### src/rtl/fir_sym9_pkg.sv
// Package for the folded nine-tap filter.
// What it holds: the tap count, the schedule length and the per-step
// configuration of the shared shift-add unit.
// What it assumes: the fixed symmetric coefficient set
// 0.125 / 0.25 / -0.75 / 1.25 / 1.0 (centre).
package fir_sym9_pkg;

    localparam int TAPS   = 9;
    localparam int STEPS  = (TAPS - 1) / 2;
    localparam int CENTRE = TAPS / 2;
    localparam int PHW    = $clog2(STEPS);

    typedef enum logic [1:0] {
        SRC_NONE    = 2'd0,
        SRC_CENTRE  = 2'd1,
        SRC_QUARTER = 2'd2
    } second_src_e;

    typedef struct packed {
        logic [1:0]  shift;
        second_src_e src;
        logic        negate;
    } step_cfg_t;

    // Map a schedule step to the shift-add recipe for its coefficient pair.
    function automatic step_cfg_t step_cfg(input logic [PHW-1:0] ph);
        step_cfg_t c;
        case (ph)
            2'd0:    c = '{shift: 2'd3, src: SRC_CENTRE,  negate: 1'b0}; // 0.125 pair + centre
            2'd1:    c = '{shift: 2'd2, src: SRC_NONE,    negate: 1'b0}; // 0.25
            2'd2:    c = '{shift: 2'd1, src: SRC_QUARTER, negate: 1'b1}; // -(0.5+0.25)
            default: c = '{shift: 2'd0, src: SRC_QUARTER, negate: 1'b0}; // 1+0.25
        endcase
        return c;
    endfunction

endpackage

### src/rtl/fir_sym9_tapline.sv
// History register for the filter.
// What it does: holds the last TAPS samples. Entry 0 is the newest.
// What it assumes: it shifts only when shift_i is high.
module fir_sym9_tapline #(
    parameter int DW   = 16,
    parameter int TAPS = 9
) (
    input  logic                 clk,
    input  logic                 rst_n,
    input  logic                 shift_i,
    input  logic signed [DW-1:0] din_i,
    output logic signed [DW-1:0] taps_o [TAPS]
);
    genvar g;
    generate
        for (g = 0; g < TAPS; g++) begin : g_tap
            // One history stage: clear on reset, take the neighbour on a strobe.
            always_ff @(posedge clk) begin
                if (!rst_n)
                    taps_o[g] <= '0;
                else if (shift_i)
                    taps_o[g] <= (g == 0) ? din_i : taps_o[(g == 0) ? 0 : g - 1];
            end
        end
    endgenerate
endmodule

### src/rtl/fir_sym9_sched.sv
// Step scheduler for the shared datapath.
// What it does: a strobe starts STEPS accumulation steps, one per cycle.
// What it assumes: strobes are at least STEPS cycles apart. A strobe that
// arrives early restarts the schedule.
module fir_sym9_sched #(
    parameter int STEPS = 4,
    parameter int PHW   = 2
) (
    input  logic           clk,
    input  logic           rst_n,
    input  logic           start_i,
    output logic           busy_o,
    output logic [PHW-1:0] ph_o
);
    localparam logic [PHW-1:0] LAST = PHW'(STEPS - 1);

    // Step counter: runs from 0 to LAST after each start, then goes idle.
    always_ff @(posedge clk) begin
        if (!rst_n) begin
            busy_o <= 1'b0;
            ph_o   <= '0;
        end else if (start_i) begin
            busy_o <= 1'b1;
            ph_o   <= '0;
        end else if (busy_o) begin
            busy_o <= (ph_o != LAST);
            ph_o   <= (ph_o == LAST) ? '0 : ph_o + 1'b1;
        end
    end
endmodule

### src/rtl/fir_sym9_datapath.sv
// Shared arithmetic for the filter.
// What it does: per step, one pre-adder folds a mirrored tap pair and one
// shift-add unit scales it. One accumulator adder then adds or subtracts
// the scaled term.
// What it assumes: the taps are stable while busy_i is high. acc_next_o is
// the value the sum has after the current step.
module fir_sym9_datapath
    import fir_sym9_pkg::*;
#(
    parameter int DW    = 16,
    parameter int GUARD = 4
) (
    input  logic                        clk,
    input  logic                        rst_n,
    input  logic                        clear_i,
    input  logic                        busy_i,
    input  logic [PHW-1:0]              ph_i,
    input  logic signed [DW-1:0]        taps_i [TAPS],
    output logic signed [DW+GUARD-1:0]  acc_next_o
);
    localparam int AW = DW + GUARD;

    logic signed [DW-1:0] lo, hi;
    logic signed [AW-1:0] pair, scaled, second, term, acc;
    step_cfg_t            cfg;

    // Pair selection: step N folds tap N with tap TAPS-1-N.
    always_comb begin
        lo = '0;
        hi = '0;
        for (int i = 0; i < STEPS; i++) begin
            if (ph_i == PHW'(i)) begin
                lo = taps_i[i];
                hi = taps_i[TAPS-1-i];
            end
        end
    end

    // Pre-add, shift-add scaling and accumulate for the current step.
    always_comb begin
        cfg    = step_cfg(ph_i);
        pair   = AW'(lo) + AW'(hi);
        scaled = pair >>> cfg.shift;
        case (cfg.src)
            SRC_CENTRE:  second = AW'(taps_i[CENTRE]);
            SRC_QUARTER: second = pair >>> 2;
            default:     second = '0;
        endcase
        term = scaled + second;
        if (!busy_i)
            acc_next_o = acc;
        else if (cfg.negate)
            acc_next_o = acc - term;
        else
            acc_next_o = acc + term;
    end

    // Accumulator: cleared by a strobe, otherwise takes the stepped value.
    always_ff @(posedge clk) begin
        if (!rst_n || clear_i)
            acc <= '0;
        else
            acc <= acc_next_o;
    end
endmodule

### src/rtl/fir_sym9_outsat.sv
// Output stage.
// What it does: on a strobe, clamps the wide sum to the DW-bit signed range
// and registers it. Between strobes it holds.
// What it assumes: sum_i already includes the final step.
module fir_sym9_outsat #(
    parameter int DW = 16,
    parameter int AW = 20
) (
    input  logic                 clk,
    input  logic                 rst_n,
    input  logic                 load_i,
    input  logic signed [AW-1:0] sum_i,
    output logic signed [DW-1:0] q_o
);
    localparam logic signed [AW-1:0] HI = AW'((2 ** (DW - 1)) - 1);
    localparam logic signed [AW-1:0] LO = -HI - 1;

    logic signed [DW-1:0] clamped;

    // Saturate the wide sum into the output range.
    always_comb begin
        if (sum_i > HI)
            clamped = HI[DW-1:0];
        else if (sum_i < LO)
            clamped = LO[DW-1:0];
        else
            clamped = sum_i[DW-1:0];
    end

    // Output register: loads only on a strobe.
    always_ff @(posedge clk) begin
        if (!rst_n)
            q_o <= '0;
        else if (load_i)
            q_o <= clamped;
    end
endmodule

### src/rtl/fir_sym9.sv
// Top level of the folded nine-tap FIR filter.
// What it does: captures a sample on each strobe, accumulates the folded
// weighted sum over STEPS cycles and presents it at the next strobe.
// What it assumes: strobes are at least STEPS cycles apart.
module fir_sym9
    import fir_sym9_pkg::*;
#(
    parameter int DW    = 16,
    parameter int GUARD = 4
) (
    input  logic                 clk,
    input  logic                 rst_n,
    input  logic                 sample_i,
    input  logic signed [DW-1:0] data_i,
    output logic signed [DW-1:0] data_o
);
    localparam int AW = DW + GUARD;

    logic signed [DW-1:0] taps [TAPS];
    logic                 busy;
    logic [PHW-1:0]       ph;
    logic signed [AW-1:0] acc_next;

    fir_sym9_tapline #(.DW(DW), .TAPS(TAPS)) u_tap (
        .clk(clk), .rst_n(rst_n), .shift_i(sample_i), .din_i(data_i), .taps_o(taps)
    );

    fir_sym9_sched #(.STEPS(STEPS), .PHW(PHW)) u_sched (
        .clk(clk), .rst_n(rst_n), .start_i(sample_i), .busy_o(busy), .ph_o(ph)
    );

    fir_sym9_datapath #(.DW(DW), .GUARD(GUARD)) u_dp (
        .clk(clk), .rst_n(rst_n), .clear_i(sample_i), .busy_i(busy), .ph_i(ph),
        .taps_i(taps), .acc_next_o(acc_next)
    );

    fir_sym9_outsat #(.DW(DW), .AW(AW)) u_out (
        .clk(clk), .rst_n(rst_n), .load_i(sample_i), .sum_i(acc_next), .q_o(data_o)
    );
endmodule

### config.mk
export PLATFORM = sky130hd
export DESIGN_NAME = fir_sym9
export DESIGN_NICKNAME = d
export VERILOG_FILES = /design/src/rtl/fir_sym9_pkg.sv /design/src/rtl/fir_sym9_tapline.sv /design/src/rtl/fir_sym9_sched.sv /design/src/rtl/fir_sym9_datapath.sv /design/src/rtl/fir_sym9_outsat.sv /design/src/rtl/fir_sym9.sv
export SDC_FILE = /design/constraint.sdc
export NUM_CORES = 1
export LEC_CHECK = 0
export BUFFER_PORTS_ARGS = -buffer_cell sky130_fd_sc_hd__buf_2
export CAP_MARGIN = 20
export CORE_UTILIZATION = 57
export CTS_CLUSTER_SIZE = 10
export DETAILED_ROUTE_END_ITERATION = 10
export MAX_ROUTING_LAYER = met4
export PLACE_DENSITY = 0.77
export SKIP_LAST_GASP = 1
export SLEW_MARGIN = 5
export SYNTH_ARGS = -nofsm -noshare
export SYNTH_HDL_FRONTEND = slang
export SYNTH_SLANG_ARGS = --single-unit
### constraint.sdc
create_clock -name clk -period 9 [get_ports clk]
set_input_delay 0.9 -clock clk [delete_from_list [all_inputs] [get_ports clk]]
set_output_delay 0.9 -clock clk [all_outputs]
set_load 0.01 [all_outputs]
==> out/qor.txt <==
drt total wl: 27.41 mm
syn avg cell area: 8.203 sq um
slack of the critical path: 0.4518 ns
Worst-Skew Late Latency: 0.43 ns
DRC errors left: 0
Max Cap Viol: 0
cell leakage power: 5.406 nW
maximum clock path buffer count: 2
Async SR Flop Fraction: 0
Seq pwr share: 0.413
FILL cells: 1733
IO buf count: 34
Final ANT Viol Nets: 0
Die ar.: 21290 sq um
Final setup viols: 0
Hold Crit Class: reg -> reg
antenna violations before repair: 0
total number of yosys warnings: 0
pin count of the biggest net entering global routing: 108
placed cells: 1678
pins over their slew limit: 0
Sink Count: 183
global-route wire length before repair: 45.66 mm
total grt overflow: 0
WS Path Type: reg -> reg
Crit-path slowest cell: or3b_2
Critical Path AT: 8.90 ns
Setup crit start kind: register
final hold viol count: 0
Post-CTS Hold Fix Bufs: 0
n_diodes: 0
NetSw: 647.3 uW
Via density: 5.804
Pwr Density: 160.1 nW/um^2
crit-path max cell delay: 0.50 ns
Seq cells post-synth: 183
Non-Filler Instances: 1714
Worst Path Max Fanout: 11
TritonCTS Buffers: 17
clk_skew: 0.01539 ns
Setup WS pre-CTS: 0.06552 ns
internal cell power: 1.416 mW
Rel. slew slack: 0.2870
post-synth design cell area: 11800 sq um
DR vias: 9948
period utilisation layout: 0.9498
RePlAce Congestion: 0.9282
Fin Hold WS: 0.4782 ns
share of cells above drive strength 1: 0.09972
Mapped Cells: 1439
H-Tree Depth: 4
nets: 1512
area delta synth->final: 9.169%
Core Footprint: 20300 sq um
sw frac: 0.3137
Die W: 145.9 microns
Post-DP Area: 12140 sq um
Starting Density: 0.5815
Reg clk slew, reported paths: 0.08 ns
CP required: 9.36 ns
status: finished clean
Final Cell Area: 12890 sq um
DR WL/cell: 15.99 microns
DP Wirelength: 19.00 mm
Critical Path End Type: register
Least-Margin Pin Slew: 1.065 ns
Logic pwr share: 0.229
syn nets: 1519
Cell variety after synth: 71
DRT Pass-1 Iters: 5
number of synthesized flops with an enable pin: 0
clock network fraction of design power: 0.358
Ports: 35
Final Critical Period: 8.548 ns
drt first-iter violations: 598
multi-input logic area: 7801 sq um
CTS tree: yes
site row count: 52
Die Ht: 145.9 microns
FMAX: 117.0 MHz
Synth Flop Type: dfxtp_1
Register Area: 3666 sq um
Global Route Usage Sum: 0.2654
CTS root buf: clkbuf_16
worst vdd ir: 0.0001312 V
sequential area share after synthesis: 0.3104
vias in the first global route: 9401
==> power by group through the flow <==
stage	Combinational [mW]	Clock, mW	Sequential, mW
finish	0.473	0.738	0.853
CTS	0.455	0.752	0.852
floorplan	0.351	0	0.873
global route	0.520	0.782	0.856
global placement	0.441	0	0.870
detailed placement	0.450	0	0.870
==> layout by cell type, fill, tap and decap left out, drive strengths merged, types with 13 or more instances in the layout <==
cell type / count
buf: 57
ha: 58
inv: 35
a21oi: 140
xor2: 22
o21ai: 91
nand2: 110
a22oi: 15
nor2b: 166
xnor2: 27
nand2b: 13
dfxtp: 183
clkbuf: 20
nor2: 142
nand3: 19
mux2i: 170
a21o: 18
==> through the flow <==
step	TNS, ns	total power [mW]	util
detailed placement	0	1.321	0.5981
global route	-0.02897	2.158	0.6348
global placement	0	1.312	0.5981
finish	0	2.063	0.6348
floorplan	0	1.223	-
CTS	0	2.059	0.6274
==> final cells by class <==
cell class | instances | area share
clock buffer | 18 | 0.03408
clock inverter | 13 | 0.01049
inverter | 31 | 0.009030
multi-input combinational | 1140 | 0.6054
sequential | 183 | 0.2845
tap | 270 | 0.02622
timing repair buffer | 59 | 0.03029
==> sequential cells by signal, summed over array words and instances, names as in the netlist <==
register and flops:
u_sched.ph_o 2, u_tap.taps_o 144, u_out.q_o 16, u_dp.acc 20
u_sched.busy_o 1
==> routing by layer <==
layer | global-route usage | up-vias | wire length (microns)
li1 | - | 5002 | -
met3 | 0.03197 | 59 | 734
met5 | - | - | 0
met4 | 0.1053 | 0 | 866
met2 | 0.4333 | 194 | 13000
met1 | 0.3335 | 4693 | 12820
==> critical path: cells and delay by family (launching register included) <==
family,cells,cell delay (ns)
flip-flops,1,0.35
buffers and inverters,5,0.98
XOR/XNOR,2,0.38
adder cells (fa/ha/maj),4,1.30
AO/OA/AOI/OAI,16,2.92
AND/OR/NAND/NOR,10,2.11
multiplexers,2,0.43
==> final timing paths <==
kind                                startpoint                          to  slack, ns  cells after the start
setup / recovery  u_sched.ph_o[1]$_SDFFE_PP0P_   u_out.q_o[0]$_SDFFE_PN0P_       0.45                     39
setup reg to reg  u_sched.ph_o[1]$_SDFFE_PP0P_   u_out.q_o[0]$_SDFFE_PN0P_       0.45                     39
hold reg to reg     u_out.q_o[15]$_SDFFE_PN0P_  u_out.q_o[15]$_SDFFE_PN0P_       0.48                      1
hold / removal      u_out.q_o[15]$_SDFFE_PN0P_  u_out.q_o[15]$_SDFFE_PN0P_       0.48                      1
==> repair_timing <==
item,CTS,global route
setup buffers,0,4
pin swaps,0,7
resized for setup,2,33
gates cloned,0,1
endpoints found under the setup margin,15,23
==> synth_stat cells (all sizes together) (3+ instances only) <==
cell	instances	area, sq um
a211oi	7	57.55
a21boi	6	56.31
a21o	18	135.1
a21oi	140	700.7
a22oi	15	112.6
a31oi	12	90.09
and2	7	46.30
and3	6	37.54
buf	13	71.32
clkbuf	72	270.3
dfxtp	183	3664
fa	3	60.06
ha	58	725.7
inv	29	108.9
mux2	9	101.4
mux2i	170	1702
nand2	110	412.9
nand2b	13	81.33
nand3	19	95.09
nand4	3	18.77
nor2	142	533.0
nor2b	166	1039
nor3	9	45.04
o2111ai	4	35.03
o211ai	9	67.56
o21a	8	60.06
o21ai	91	455.4
o21bai	6	45.04
o311ai	3	26.28
o31ai	10	75.07
or2	8	50.05
or3	7	43.79
or4	4	33.78
xnor2	27	244.0
xor2	22	192.7
==> cell families after synthesis <==
kind of cell    Yosys count  share of synthesized area
compound gates          348                     0.1792
xor+xnor                 49                    0.03699
fa+ha+maj                61                    0.06657
buf+inv                 116                    0.03880
flops                   183                     0.3104
mux                     180                     0.1547
simple gates            502                     0.2134
(Power assumes the default switching activity.)
